File: src/rtl/irq_seq_pkg.sv
package irq_seq_pkg;

    localparam int ADDR_W = 24;
    localparam int DATA_W = 16;
    localparam int LVL_W  = 3;
    localparam int VEC_W  = 8;

    localparam logic [2:0] FC_SUP_DATA = 3'd5;
    localparam logic [2:0] FC_SUP_PROG = 3'd6;
    localparam logic [2:0] FC_CPU      = 3'd7;

    localparam logic [VEC_W-1:0] AUTOVEC_BASE = 8'd24;

    localparam int GAP_ENTRY = 6;
    localparam int GAP_MID   = 4;
    localparam int GAP_PF    = 2;

    typedef enum logic [3:0] {
        PH_RUN   = 4'd0,
        PH_GAP6  = 4'd1,
        PH_WRSR  = 4'd2,
        PH_IACK  = 4'd3,
        PH_GAP4  = 4'd4,
        PH_WRPCL = 4'd5,
        PH_WRPCH = 4'd6,
        PH_RDVH  = 4'd7,
        PH_RDVL  = 4'd8,
        PH_PF1   = 4'd9,
        PH_GAP2  = 4'd10,
        PH_PF2   = 4'd11
    } phase_e;

    typedef struct packed {
        logic [ADDR_W-1:0] addr;
        logic [2:0]        fc;
        logic              rd;
        logic              iack;
        logic [DATA_W-1:0] wdata;
    } busop_t;

endpackage

File: src/rtl/irq_seq_eclk.sv
module irq_seq_eclk #(
    parameter int PERIOD = 10,
    parameter int HIGH   = 4
) (
    input  logic clk,
    input  logic rst_n,
    output logic eclk_o,
    output logic pre_rise_o,
    output logic last_high_o
);
    localparam int CW = $clog2(PERIOD);

    logic [CW-1:0] cnt_d, cnt_q;

    always_comb begin
        cnt_d = (cnt_q == CW'(PERIOD - 1)) ? '0 : cnt_q + 1'b1;
    end

    always_ff @(posedge clk or negedge rst_n) begin
        if (!rst_n) cnt_q <= '0;
        else        cnt_q <= cnt_d;
    end

    assign eclk_o      = (cnt_q >= CW'(PERIOD - HIGH));
    assign pre_rise_o  = (cnt_q == CW'(PERIOD - HIGH - 1));
    assign last_high_o = (cnt_q == CW'(PERIOD - 1));
endmodule

File: src/rtl/irq_seq_accept.sv
module irq_seq_accept
    import irq_seq_pkg::*;
(
    input  logic             clk,
    input  logic             rst_n,
    input  logic [LVL_W-1:0] level_i,
    input  logic [LVL_W-1:0] mask_i,
    input  logic             boundary_i,
    input  logic             busy_i,
    output logic             take_o
);
    localparam logic [LVL_W-1:0] TOP = '1;

    typedef struct packed {
        logic             armed;
        logic             top_pend;
        logic [LVL_W-1:0] prev;
    } acc_t;

    acc_t d, q;
    logic top_edge, top_now, eligible, take;

    always_comb begin
        d        = q;
        top_edge = (level_i == TOP) && (q.prev != TOP);
        top_now  = q.top_pend || top_edge;
        eligible = (level_i != '0) &&
                   ((level_i > mask_i) || ((level_i == TOP) && top_now));
        take     = boundary_i && !busy_i && q.armed && eligible;

        d.prev     = level_i;
        d.top_pend = (level_i == TOP) && top_now && !take;
        if (boundary_i && !busy_i) begin
            d.armed = eligible && !take;
        end
    end

    always_ff @(posedge clk or negedge rst_n) begin
        if (!rst_n) q <= '0;
        else        q <= d;
    end

    assign take_o = take;
endmodule

File: src/rtl/irq_seq_buscyc.sv
module irq_seq_buscyc
    import irq_seq_pkg::*;
(
    input  logic              clk,
    input  logic              rst_n,
    input  logic              req_i,
    input  busop_t            op_i,
    input  logic              dtack_i,
    input  logic              vpa_i,
    input  logic [DATA_W-1:0] din_i,
    input  logic              e_pre_rise_i,
    input  logic              e_last_high_i,
    output logic              as_o,
    output logic              ds_o,
    output logic              rw_o,
    output logic [2:0]        fc_o,
    output logic [ADDR_W-1:0] addr_o,
    output logic [DATA_W-1:0] dout_o,
    output logic              fin_o,
    output logic              auto_o,
    output logic [DATA_W-1:0] rdata_o
);
    typedef enum logic [2:0] {
        B_ADDR, B_STRB, B_WAIT, B_DONE, B_VSYNC, B_VHIGH, B_VEND
    } bst_e;

    typedef struct packed {
        bst_e              st;
        logic [DATA_W-1:0] rdata;
    } bus_t;

    bus_t d, q;

    always_comb begin
        d      = q;
        as_o   = 1'b0;
        ds_o   = 1'b0;
        fin_o  = 1'b0;
        auto_o = 1'b0;
        if (!req_i) begin
            d.st = B_ADDR;
        end else begin
            unique case (q.st)
                B_ADDR:  d.st = B_STRB;
                B_STRB: begin
                    as_o = 1'b1;
                    ds_o = op_i.rd;
                    d.st = B_WAIT;
                end
                B_WAIT: begin
                    as_o = 1'b1;
                    ds_o = 1'b1;
                    if (dtack_i) begin
                        d.rdata = din_i;
                        d.st    = B_DONE;
                    end else if (op_i.iack && vpa_i) begin
                        d.st = B_VSYNC;
                    end
                end
                B_DONE: begin
                    as_o  = 1'b1;
                    ds_o  = 1'b1;
                    fin_o = 1'b1;
                    d.st  = B_ADDR;
                end
                B_VSYNC: begin
                    as_o = 1'b1;
                    ds_o = 1'b1;
                    if (e_pre_rise_i) d.st = B_VHIGH;
                end
                B_VHIGH: begin
                    as_o = 1'b1;
                    ds_o = 1'b1;
                    if (e_last_high_i) d.st = B_VEND;
                end
                B_VEND: begin
                    as_o   = 1'b1;
                    ds_o   = 1'b1;
                    fin_o  = 1'b1;
                    auto_o = 1'b1;
                    d.st   = B_ADDR;
                end
                default: d.st = B_ADDR;
            endcase
        end
        rw_o   = req_i ? op_i.rd : 1'b1;
        fc_o   = req_i ? op_i.fc : 3'd0;
        addr_o = req_i ? op_i.addr : '0;
        dout_o = (req_i && !op_i.rd) ? op_i.wdata : '0;
    end

    always_ff @(posedge clk or negedge rst_n) begin
        if (!rst_n) begin
            q.st    <= B_ADDR;
            q.rdata <= '0;
        end else begin
            q <= d;
        end
    end

    assign rdata_o = q.rdata;
endmodule

File: src/rtl/irq_bus_sequencer.sv
module irq_bus_sequencer
    import irq_seq_pkg::*;
#(
    parameter int E_PERIOD = 10,
    parameter int E_HIGH   = 4
) (
    input  logic              clk,
    input  logic              rst_n,
    input  logic [LVL_W-1:0]  irq_level_i,
    input  logic              insn_done_i,
    input  logic              mask_wr_i,
    input  logic [LVL_W-1:0]  mask_wdata_i,
    input  logic [12:0]       status_i,
    input  logic [ADDR_W-1:0] pc_i,
    input  logic [ADDR_W-1:0] ssp_i,
    input  logic [DATA_W-1:0] din_i,
    input  logic              dtack_i,
    input  logic              vpa_i,
    output logic              as_o,
    output logic              ds_o,
    output logic              rw_o,
    output logic [2:0]        fc_o,
    output logic [ADDR_W-1:0] addr_o,
    output logic [DATA_W-1:0] dout_o,
    output logic              eclk_o,
    output logic [3:0]        phase_o,
    output logic [LVL_W-1:0]  mask_o,
    output logic [ADDR_W-1:0] handler_o,
    output logic              seq_done_o
);
    localparam int GW = $clog2(GAP_ENTRY);

    typedef struct packed {
        phase_e            ph;
        logic [GW-1:0]     gap;
        logic [LVL_W-1:0]  lvl;
        logic [LVL_W-1:0]  mask;
        logic [LVL_W-1:0]  old_mask;
        logic [VEC_W-1:0]  vec;
        logic [7:0]        vhi;
        logic [ADDR_W-1:0] handler;
        logic [ADDR_W-1:0] pc;
        logic [ADDR_W-1:0] ssp;
        logic [12:0]       sr;
    } seq_t;

    seq_t d, q;

    logic              take;
    logic              bus_req;
    busop_t            op;
    logic              bus_fin;
    logic              bus_auto;
    logic [DATA_W-1:0] bus_rdata;
    logic              e_pre_rise;
    logic              e_last_high;
    logic              done;
    logic [ADDR_W-1:0] vec_addr;

    irq_seq_eclk #(.PERIOD(E_PERIOD), .HIGH(E_HIGH)) u_eclk (
        .clk        (clk),
        .rst_n      (rst_n),
        .eclk_o     (eclk_o),
        .pre_rise_o (e_pre_rise),
        .last_high_o(e_last_high)
    );

    irq_seq_accept u_accept (
        .clk       (clk),
        .rst_n     (rst_n),
        .level_i   (irq_level_i),
        .mask_i    (q.mask),
        .boundary_i(insn_done_i),
        .busy_i    (q.ph != PH_RUN),
        .take_o    (take)
    );

    irq_seq_buscyc u_bus (
        .clk          (clk),
        .rst_n        (rst_n),
        .req_i        (bus_req),
        .op_i         (op),
        .dtack_i      (dtack_i),
        .vpa_i        (vpa_i),
        .din_i        (din_i),
        .e_pre_rise_i (e_pre_rise),
        .e_last_high_i(e_last_high),
        .as_o         (as_o),
        .ds_o         (ds_o),
        .rw_o         (rw_o),
        .fc_o         (fc_o),
        .addr_o       (addr_o),
        .dout_o       (dout_o),
        .fin_o        (bus_fin),
        .auto_o       (bus_auto),
        .rdata_o      (bus_rdata)
    );

    always_comb begin
        d        = q;
        bus_req  = 1'b0;
        done     = 1'b0;
        op       = '0;
        op.rd    = 1'b1;
        vec_addr = {{(ADDR_W-VEC_W-2){1'b0}}, q.vec, 2'b00};

        unique case (q.ph)
            PH_RUN: begin
                if (take) begin
                    d.ph       = PH_GAP6;
                    d.gap      = '0;
                    d.lvl      = irq_level_i;
                    d.old_mask = q.mask;
                    d.mask     = irq_level_i;
                    d.pc       = pc_i;
                    d.ssp      = ssp_i;
                    d.sr       = status_i;
                end else if (mask_wr_i) begin
                    d.mask = mask_wdata_i;
                end
            end
            PH_GAP6: begin
                if (q.gap == GW'(GAP_ENTRY - 1)) begin
                    d.ph  = PH_WRSR;
                    d.gap = '0;
                end else begin
                    d.gap = q.gap + 1'b1;
                end
            end
            PH_WRSR: begin
                bus_req  = 1'b1;
                op.addr  = q.ssp - ADDR_W'(6);
                op.fc    = FC_SUP_DATA;
                op.rd    = 1'b0;
                op.wdata = {q.sr[12:8], q.old_mask, q.sr[7:0]};
                if (bus_fin) d.ph = PH_IACK;
            end
            PH_IACK: begin
                bus_req = 1'b1;
                op.addr = {{(ADDR_W-LVL_W-1){1'b1}}, q.lvl, 1'b0};
                op.fc   = FC_CPU;
                op.iack = 1'b1;
                if (bus_fin) begin
                    d.vec = bus_auto ? (AUTOVEC_BASE + VEC_W'(q.lvl))
                                     : bus_rdata[VEC_W-1:0];
                    d.ph  = PH_GAP4;
                    d.gap = '0;
                end
            end
            PH_GAP4: begin
                if (q.gap == GW'(GAP_MID - 1)) begin
                    d.ph  = PH_WRPCL;
                    d.gap = '0;
                end else begin
                    d.gap = q.gap + 1'b1;
                end
            end
            PH_WRPCL: begin
                bus_req  = 1'b1;
                op.addr  = q.ssp - ADDR_W'(2);
                op.fc    = FC_SUP_DATA;
                op.rd    = 1'b0;
                op.wdata = q.pc[15:0];
                if (bus_fin) d.ph = PH_WRPCH;
            end
            PH_WRPCH: begin
                bus_req  = 1'b1;
                op.addr  = q.ssp - ADDR_W'(4);
                op.fc    = FC_SUP_DATA;
                op.rd    = 1'b0;
                op.wdata = {{(2*DATA_W-ADDR_W){1'b0}}, q.pc[ADDR_W-1:DATA_W]};
                if (bus_fin) d.ph = PH_RDVH;
            end
            PH_RDVH: begin
                bus_req = 1'b1;
                op.addr = vec_addr;
                op.fc   = FC_SUP_DATA;
                if (bus_fin) begin
                    d.vhi = bus_rdata[7:0];
                    d.ph  = PH_RDVL;
                end
            end
            PH_RDVL: begin
                bus_req = 1'b1;
                op.addr = vec_addr + ADDR_W'(2);
                op.fc   = FC_SUP_DATA;
                if (bus_fin) begin
                    d.handler = {q.vhi, bus_rdata};
                    d.ph      = PH_PF1;
                end
            end
            PH_PF1: begin
                bus_req = 1'b1;
                op.addr = q.handler;
                op.fc   = FC_SUP_PROG;
                if (bus_fin) begin
                    d.ph  = PH_GAP2;
                    d.gap = '0;
                end
            end
            PH_GAP2: begin
                if (q.gap == GW'(GAP_PF - 1)) begin
                    d.ph  = PH_PF2;
                    d.gap = '0;
                end else begin
                    d.gap = q.gap + 1'b1;
                end
            end
            PH_PF2: begin
                bus_req = 1'b1;
                op.addr = q.handler + ADDR_W'(2);
                op.fc   = FC_SUP_PROG;
                if (bus_fin) begin
                    done = 1'b1;
                    d.ph = PH_RUN;
                end
            end
            default: d.ph = PH_RUN;
        endcase
    end

    always_ff @(posedge clk or negedge rst_n) begin
        if (!rst_n) begin
            q      <= '0;
            q.ph   <= PH_RUN;
            q.mask <= '1;
        end else begin
            q <= d;
        end
    end

    assign phase_o    = q.ph;
    assign mask_o     = q.mask;
    assign handler_o  = q.handler;
    assign seq_done_o = done;
endmodule

File: config.mk
export PLATFORM = sky130hd
export DESIGN_NAME = irq_bus_sequencer
export DESIGN_NICKNAME = d
export VERILOG_FILES = /design/src/rtl/irq_seq_pkg.sv /design/src/rtl/irq_seq_eclk.sv /design/src/rtl/irq_seq_accept.sv /design/src/rtl/irq_seq_buscyc.sv /design/src/rtl/irq_bus_sequencer.sv
export SDC_FILE = /design/constraint.sdc
export NUM_CORES = 1
export LEC_CHECK = 0
export CORE_UTILIZATION = 44
export CTS_CLUSTER_DIAMETER = 30
export DETAILED_ROUTE_END_ITERATION = 8
export DONT_BUFFER_PORTS = 1
export PLACE_DENSITY = 0.67
export SLEW_MARGIN = 20
export SYNTH_ARGS = -nofsm -noshare
export SYNTH_HDL_FRONTEND = slang
export SYNTH_SLANG_ARGS = --single-unit
File: constraint.sdc
create_clock -name clk -period 11.3 [get_ports clk]
set_input_delay 2.26 -clock clk [delete_from_list [all_inputs] [get_ports clk]]
set_output_delay 2.26 -clock clk [all_outputs]
set_load 0.02 [all_outputs]
== Word-level counts from Yosys, hierarchy flattened ==
Index checks and enable logic that the tools add are counted.
Word-level totals
  output and inout port bits: 79
  bits of input ports: 89
  logic and storage cells: 146
  bits in registers: 145
Operators by class
  multiplexer cells: 46
  eq/ne operators: 39
  reductions and logical operators: 34
  magnitude comparators: 2
  add/sub/neg operators: 8
Operators with widths (number)
  case mux 27 bit (8 select lines): 1
  case mux 16 bit (3 select lines): 1
  case mux 4 bit (12 select lines): 1
  subtractor 24 x 3 -> 24 bit (second input constant): 2
  two-way mux 4 bit: 10
  two-way mux 3 bit: 11
  adder 24 x 2 -> 24 bit (second input constant): 1
  two-way mux 24 bit: 1
  != test 2 bit (second input constant): 12
  subtractor 24 x 2 -> 24 bit (second input constant): 1
  == test 4 x 3 -> 1 bit (second input constant): 5
  == test 4 bit (second input constant): 5
  case mux 3 bit (6 select lines): 1
  two-way mux 16 bit: 1
  == test 3 bit (second input constant): 5
  case mux 3 bit (5 select lines): 1
  two-way mux 7 bit: 2
  two-way mux 1 bit: 13
  AND reduction 12 bit: 1
  adder 10 x 2 -> 11 bit (second input constant): 1
  logical AND 1 bit: 10
  two-way mux 10 bit: 1
  AND reduction 2 bit: 5
  == test 3 x 2 -> 1 bit (second input constant): 3
  other kinds (27): 34

== Logic depth before layout (Yosys ltp) ==
  word-level depth: 9
  mapped depth: 10
  mapped depth without buffers: 7

== By module ==
Synthesis repeated with hierarchy kept, for this count alone.
Second synthesis, totals
  cells, all modules: 886
  area total of the unflattened synthesis: 9008.6 sq um
By module, submodules not included
  irq_bus_sequencer: sequential area each 2931.6 sq um, times used 1, area an instance 7196.9 sq um, cells each 711
  irq_seq_buscyc: sequential area each 475.5 sq um, times used 1, area an instance 1356.3 sq um, cells each 131
  irq_seq_accept: sequential area each 125.1 sq um, times used 1, area an instance 261.5 sq um, cells each 25
  irq_seq_eclk: sequential area each 100.1 sq um, times used 1, area an instance 193.9 sq um, cells each 19

== Worst setup path before layout ==
Ideal clock, no wire load.
  path type: register to output
  start point: reg q, in the netlist phase_o[3]
  end point: out addr_o[10]
  data arrival time: 3.336 ns
  slack: 5.704 ns
  buffers on the path: 3
  stages on the path, launching flop included: 11
  required time: 9.040 ns
  cells stage by stage: dfrtp_1 -> buf_2 -> nor4bb_1 -> clkbuf_1 -> clkbuf_1 -> ha_1 -> a211oi_1 -> nand3_1 -> o22a_1 -> and2_1 -> o221ai_1
On the way
  word-level cells in the longest chain between the ends: 4
  elaborated cells on any way between the ends: 12
  classes of those cells: eq/ne (8); mux (3); reduce/logical (1)
RTL lines
  from (decl): RTL line irq_bus_sequencer.sv:47  | seq_t d, q;
  == test 4 bit (tied with other cells): RTL line irq_bus_sequencer.sv:107  | unique case (q.ph)
  OR reduction 8 bit (no line)
  two-way mux 1 bit: RTL line irq_bus_sequencer.sv:107
  two-way mux 24 bit *: RTL line irq_seq_buscyc.sv:88  | addr_o = req_i ? op_i.addr : '0;
  to (decl): RTL line irq_bus_sequencer.sv:23  | output logic [ADDR_W-1:0] addr_o,
Mark *: on every way between the ends. The rest lies on a longest branch, timed or not.

== Final worst setup path ==
  start point: reg q, in the netlist phase_o[2]
  end point: out addr_o[16]
The elaborated chain is that of the path after synthesis.

==> flow_summary.json <==
{
  "run_status": "complete, no violations",
  "grt_busiest_layer": "met2",
  "max_slew_margin_vs_limit_pct": 28.96,
  "syn_area_um2": 8526,
  "number_of_buffers_added_by_the_clock_tree_synthesis_step": 17,
  "p_leak_nw": 3.864,
  "grt_setup_unrepaired": "no",
  "globalRoute.totalOverflow": 0,
  "hold_buf_cts": 0,
  "critical_path_required_ns": 9.04,
  "mappedNetlistNets": 899,
  "clock_group_share_of_total_power_pct": 24.2,
  "cts_tree": "done",
  "synthToLayoutAreaGrowth_pct": 6.560,
  "worst_skew_pair.late_latency_ns": 0.44,
  "drc_errors": 0,
  "die_x_um": 141.2,
  "final_net_count": 848,
  "worst_clock_skew_ns": 0.01170,
  "min_period_ns": 6.244,
  "synth_edf_count": 0,
  "tns_ns": 0,
  "grtUsageMet1_pct": 29.38,
  "power.switching_uw": 996.2,
  "io_pins": 168,
  "worstMarginPinSlew_ns": 1.063,
  "grt.met2_usage_pct": 34.60,
  "finalWirelength_um": 21910,
  "floorplan.rows": 50,
  "timing.final.setup_violations": 0,
  "antenna_left": 0,
  "synth_flop_cell": "sky130_fd_sc_hd__dfrtp_1",
  "postLayoutSetupSlackWorst_ns": 5.056,
  "drive_above_1_share_pct": 23.78,
  "max_clock_freq_mhz": 160.2,
  "max-clock-path-buffers": 2,
  "postSynth.asyncResetShare_pct": 100.0,
  "core_area_um2": 18830,
  "layout_worst_path_cycle_share_pct": 55.26,
  "synth.ff_latch_count": 145,
  "worstSetupEndpointType": "primary output",
  "place_congestion": 0.9128,
  "grt_first_pass_wirelength_um": 34630,
  "hpwlAfterDp_um": 15450,
  "pwr-share-seq_pct": 42.6,
  "start_kind": "flip-flop",
  "drt_iter0_markers": 573,
  "vias_per_cell": 6.196,
  "yosysUniqueCellTypes": 83,
  "cts_root_buf": "sky130_fd_sc_hd__clkbuf_16",
  "grt_max_degree": 146,
  "synth_top_area_share_pct": 41.68,
  "switching_share_pct": 41.50,
  "path_clk_slew_ns": 0.07,
  "met3_usage_pct": 8.798,
  "post_synth_main_area_contributors": "sky130_fd_sc_hd__dfrtp_1 42%, sky130_fd_sc_hd__mux2_2 14%, sky130_fd_sc_hd__buf_4 3.0%",
  "maximum_ir_drop_on_the_vdd_rail_mv": 0.1157,
  "die_height_um": 141.2,
  "wl_per_cell_um": 21.39,
  "hold_violations": 0,
  "dp_worst_setup_slack_ns": 5.612,
  "crit_type": "flip-flop to primary output",
  "fillCellCount": 1687,
  "intPower_mw": 1.404,
  "globalRouteTotalUtil_pct": 22.69,
  "grt_antenna_before_repair": 5,
  "multi_input_comb_area_um2": 4332,
  "total_die_area_um2": 19940,
  "cts_resized": 0,
  "cap_violations": 0,
  "sequential_cell_area_um2": 3632,
  "holdCritPathClass": "flip-flop to flip-flop",
  "cellPowerDensity_nw_per_um2": 264.2,
  "maxSlewViolCount": 0,
  "dr_total_vias": 6345,
  "htree_levels": 4,
  "initial_core_util_pct": 45.28,
  "port_buffers": 0,
  "post_cts_buffers": 0,
  "sequential_element_share_of_the_synthesized_area_pct": 42.60,
  "first_pass_iters": 5,
  "post_synth.cell_area_avg_um2": 10.67,
  "pwr-share-comb_pct": 33.3,
  "first_global_vias": 6082,
  "worst-endpoint-arrival_ns": 3.98,
  "tritoncts_num_sinks": 145,
  "cp_max_fo": 21,
  "postSynthCellCount": 799,
  "synth.largest_area_cell": "sky130_fd_sc_hd__dfrtp_1",
  "yosys_warnings": 0
}
## cell families after synthesis
family                   share of synthesized area, %
AND/OR/NAND/NOR                                 14.76
AO/OA/AOI/OAI                                   14.91
flip-flops                                      42.60
multiplexers                                    16.23
buffers and inverters                           6.809
XOR/XNOR                                        2.979
adder cells (fa/ha/maj)                         1.702
## registers in the layout, indices dropped and copies added, names as in the netlist
name / count
handler_o: 24
mask_o: 3
phase_o: 4
q: 86
u_accept.q: 5
u_bus.q: 3
u_bus.rdata_o: 16
u_eclk.cnt_q: 4
## worst max-delay path, cell delays in order (launching register included)
cell                       delay [ns]
sky130_fd_sc_hd__dfrtp_1         0.87
sky130_fd_sc_hd__nor4bb_4        0.40
sky130_fd_sc_hd__buf_4           0.31
sky130_fd_sc_hd__ha_1            0.29
sky130_fd_sc_hd__a211oi_1        0.22
sky130_fd_sc_hd__buf_4           0.18
sky130_fd_sc_hd__nand3_1         0.29
sky130_fd_sc_hd__o211a_1         0.32
sky130_fd_sc_hd__a211oi_1        0.34
sky130_fd_sc_hd__o211ai_1        0.32
## Yosys cell counts (13+ instances only)
master and instances:
sky130_fd_sc_hd__nor3_1 17, sky130_fd_sc_hd__xor2_1 14, sky130_fd_sc_hd__nand2_1 39, sky130_fd_sc_hd__buf_2 16
sky130_fd_sc_hd__nor2_1 27, sky130_fd_sc_hd__o21ai_0 36, sky130_fd_sc_hd__clkbuf_1 25, sky130_fd_sc_hd__inv_1 27
sky130_fd_sc_hd__nor4_1 13, sky130_fd_sc_hd__mux2_2 106, sky130_fd_sc_hd__nand3_1 25, sky130_fd_sc_hd__dfrtp_1 142
sky130_fd_sc_hd__xnor2_1 15, sky130_fd_sc_hd__nand4_1 13, sky130_fd_sc_hd__a22o_1 14, sky130_fd_sc_hd__a21oi_1 25
sky130_fd_sc_hd__buf_4 34
## metal layers
metal / share of wire [%] / wire [um]
met1: 42 / 9182
met2: 45 / 9844
met3: 11 / 2456
met4: 1.8 / 395
met5: 0.12 / 27
## path summary, 6_finish.rpt
| check | start | to | slack, ns | cells past startpoint |
|---|---|---|---|---|
| setup / recovery | phase_o[2] | addr_o[16] | 5.06 | 9 |
| hold / removal | u_bus.rdata_o[9] | u_bus.rdata_o[9] | 0.51 | 1 |
| setup reg to reg | mask_o[2] | q[10] | 8.06 | 8 |
| hold reg to reg | u_bus.rdata_o[9] | u_bus.rdata_o[9] | 0.51 | 1 |
| max in group asynchronous | rst_n | mask_o[2] | 9.41 | 0 |
| min in group asynchronous | rst_n | q[32] | 1.52 | 0 |
## layout by cell type, fill, tap and decap left out, types with 4 or more instances in the layout
cell type                   count
sky130_fd_sc_hd__inv_6          4
sky130_fd_sc_hd__nor2_1        26
sky130_fd_sc_hd__o31a_1         4
sky130_fd_sc_hd__or4_1          5
sky130_fd_sc_hd__o21ai_0       36
sky130_fd_sc_hd__mux2_4        10
sky130_fd_sc_hd__xnor2_1       15
sky130_fd_sc_hd__a211oi_1       4
sky130_fd_sc_hd__mux2i_1        4
sky130_fd_sc_hd__nor3_1        17
sky130_fd_sc_hd__o221ai_1       8
sky130_fd_sc_hd__inv_8          5
sky130_fd_sc_hd__nand4_1       13
sky130_fd_sc_hd__inv_1         27
sky130_fd_sc_hd__and4_1         6
sky130_fd_sc_hd__a222oi_1      10
sky130_fd_sc_hd__clkbuf_16     17
sky130_fd_sc_hd__nand2b_1      12
sky130_fd_sc_hd__ha_1          10
sky130_fd_sc_hd__a221oi_1       5
sky130_fd_sc_hd__a21o_1         6
sky130_fd_sc_hd__xor2_1        14
sky130_fd_sc_hd__and2_1         4
sky130_fd_sc_hd__a22oi_1        8
sky130_fd_sc_hd__dfrtp_1      142
sky130_fd_sc_hd__a32o_1         4
sky130_fd_sc_hd__a31oi_1        4
sky130_fd_sc_hd__nand2_1       39
sky130_fd_sc_hd__nand3_1       25
sky130_fd_sc_hd__a22o_1        14
sky130_fd_sc_hd__o211ai_1      11
sky130_fd_sc_hd__or3_1          9
sky130_fd_sc_hd__nor2b_1        6
sky130_fd_sc_hd__mux2_2       106
sky130_fd_sc_hd__a221o_1        6
sky130_fd_sc_hd__buf_4          8
sky130_fd_sc_hd__nor4_1        13
sky130_fd_sc_hd__a21oi_1       25
sky130_fd_sc_hd__o22ai_1        4
sky130_fd_sc_hd__and3_1         5
## area by class of cell
class	count	share of cell area (%)
Inverter	28	1.157
Multi-Input combinational cell	547	47.68
Tap cell	260	3.581
Clock inverter	15	2.052
Timing Repair Buffer	9	0.7850
Clock buffer	17	4.683
Antenna cell	3	0.08263
Sequential cell	145	39.98
## per-stage QoR
| stage | hold slack (ns) | total power, mW | instances | cell area [um^2] | util, % |
|---|---|---|---|---|---|
| floorplan | 0.4503 | 1.646 | 799 | 8526 | - |
| global placement | 0.4703 | 1.793 | 988 | 8454 | 44.90 |
| detailed placement | 0.4924 | 1.812 | 988 | 8454 | 44.90 |
| CTS | 0.5096 | 2.401 | 1020 | 9066 | 48.15 |
| global route | 0.5206 | 2.537 | 1022 | 9080 | 48.22 |
| finish | 0.5063 | 2.400 | 1024 | 9085 | 48.25 |
## power by group through the flow
stage               clock [mW]  combinational (mW)  sequential, mW
floorplan                    0               0.778           0.868
global route             0.613               0.866            1.06
detailed placement           0               0.784            1.03
global placement             0               0.772            1.02
CTS                      0.591               0.791            1.02
finish                   0.580               0.798            1.02
No activity file was read; power rests on OpenSTA's default activity.
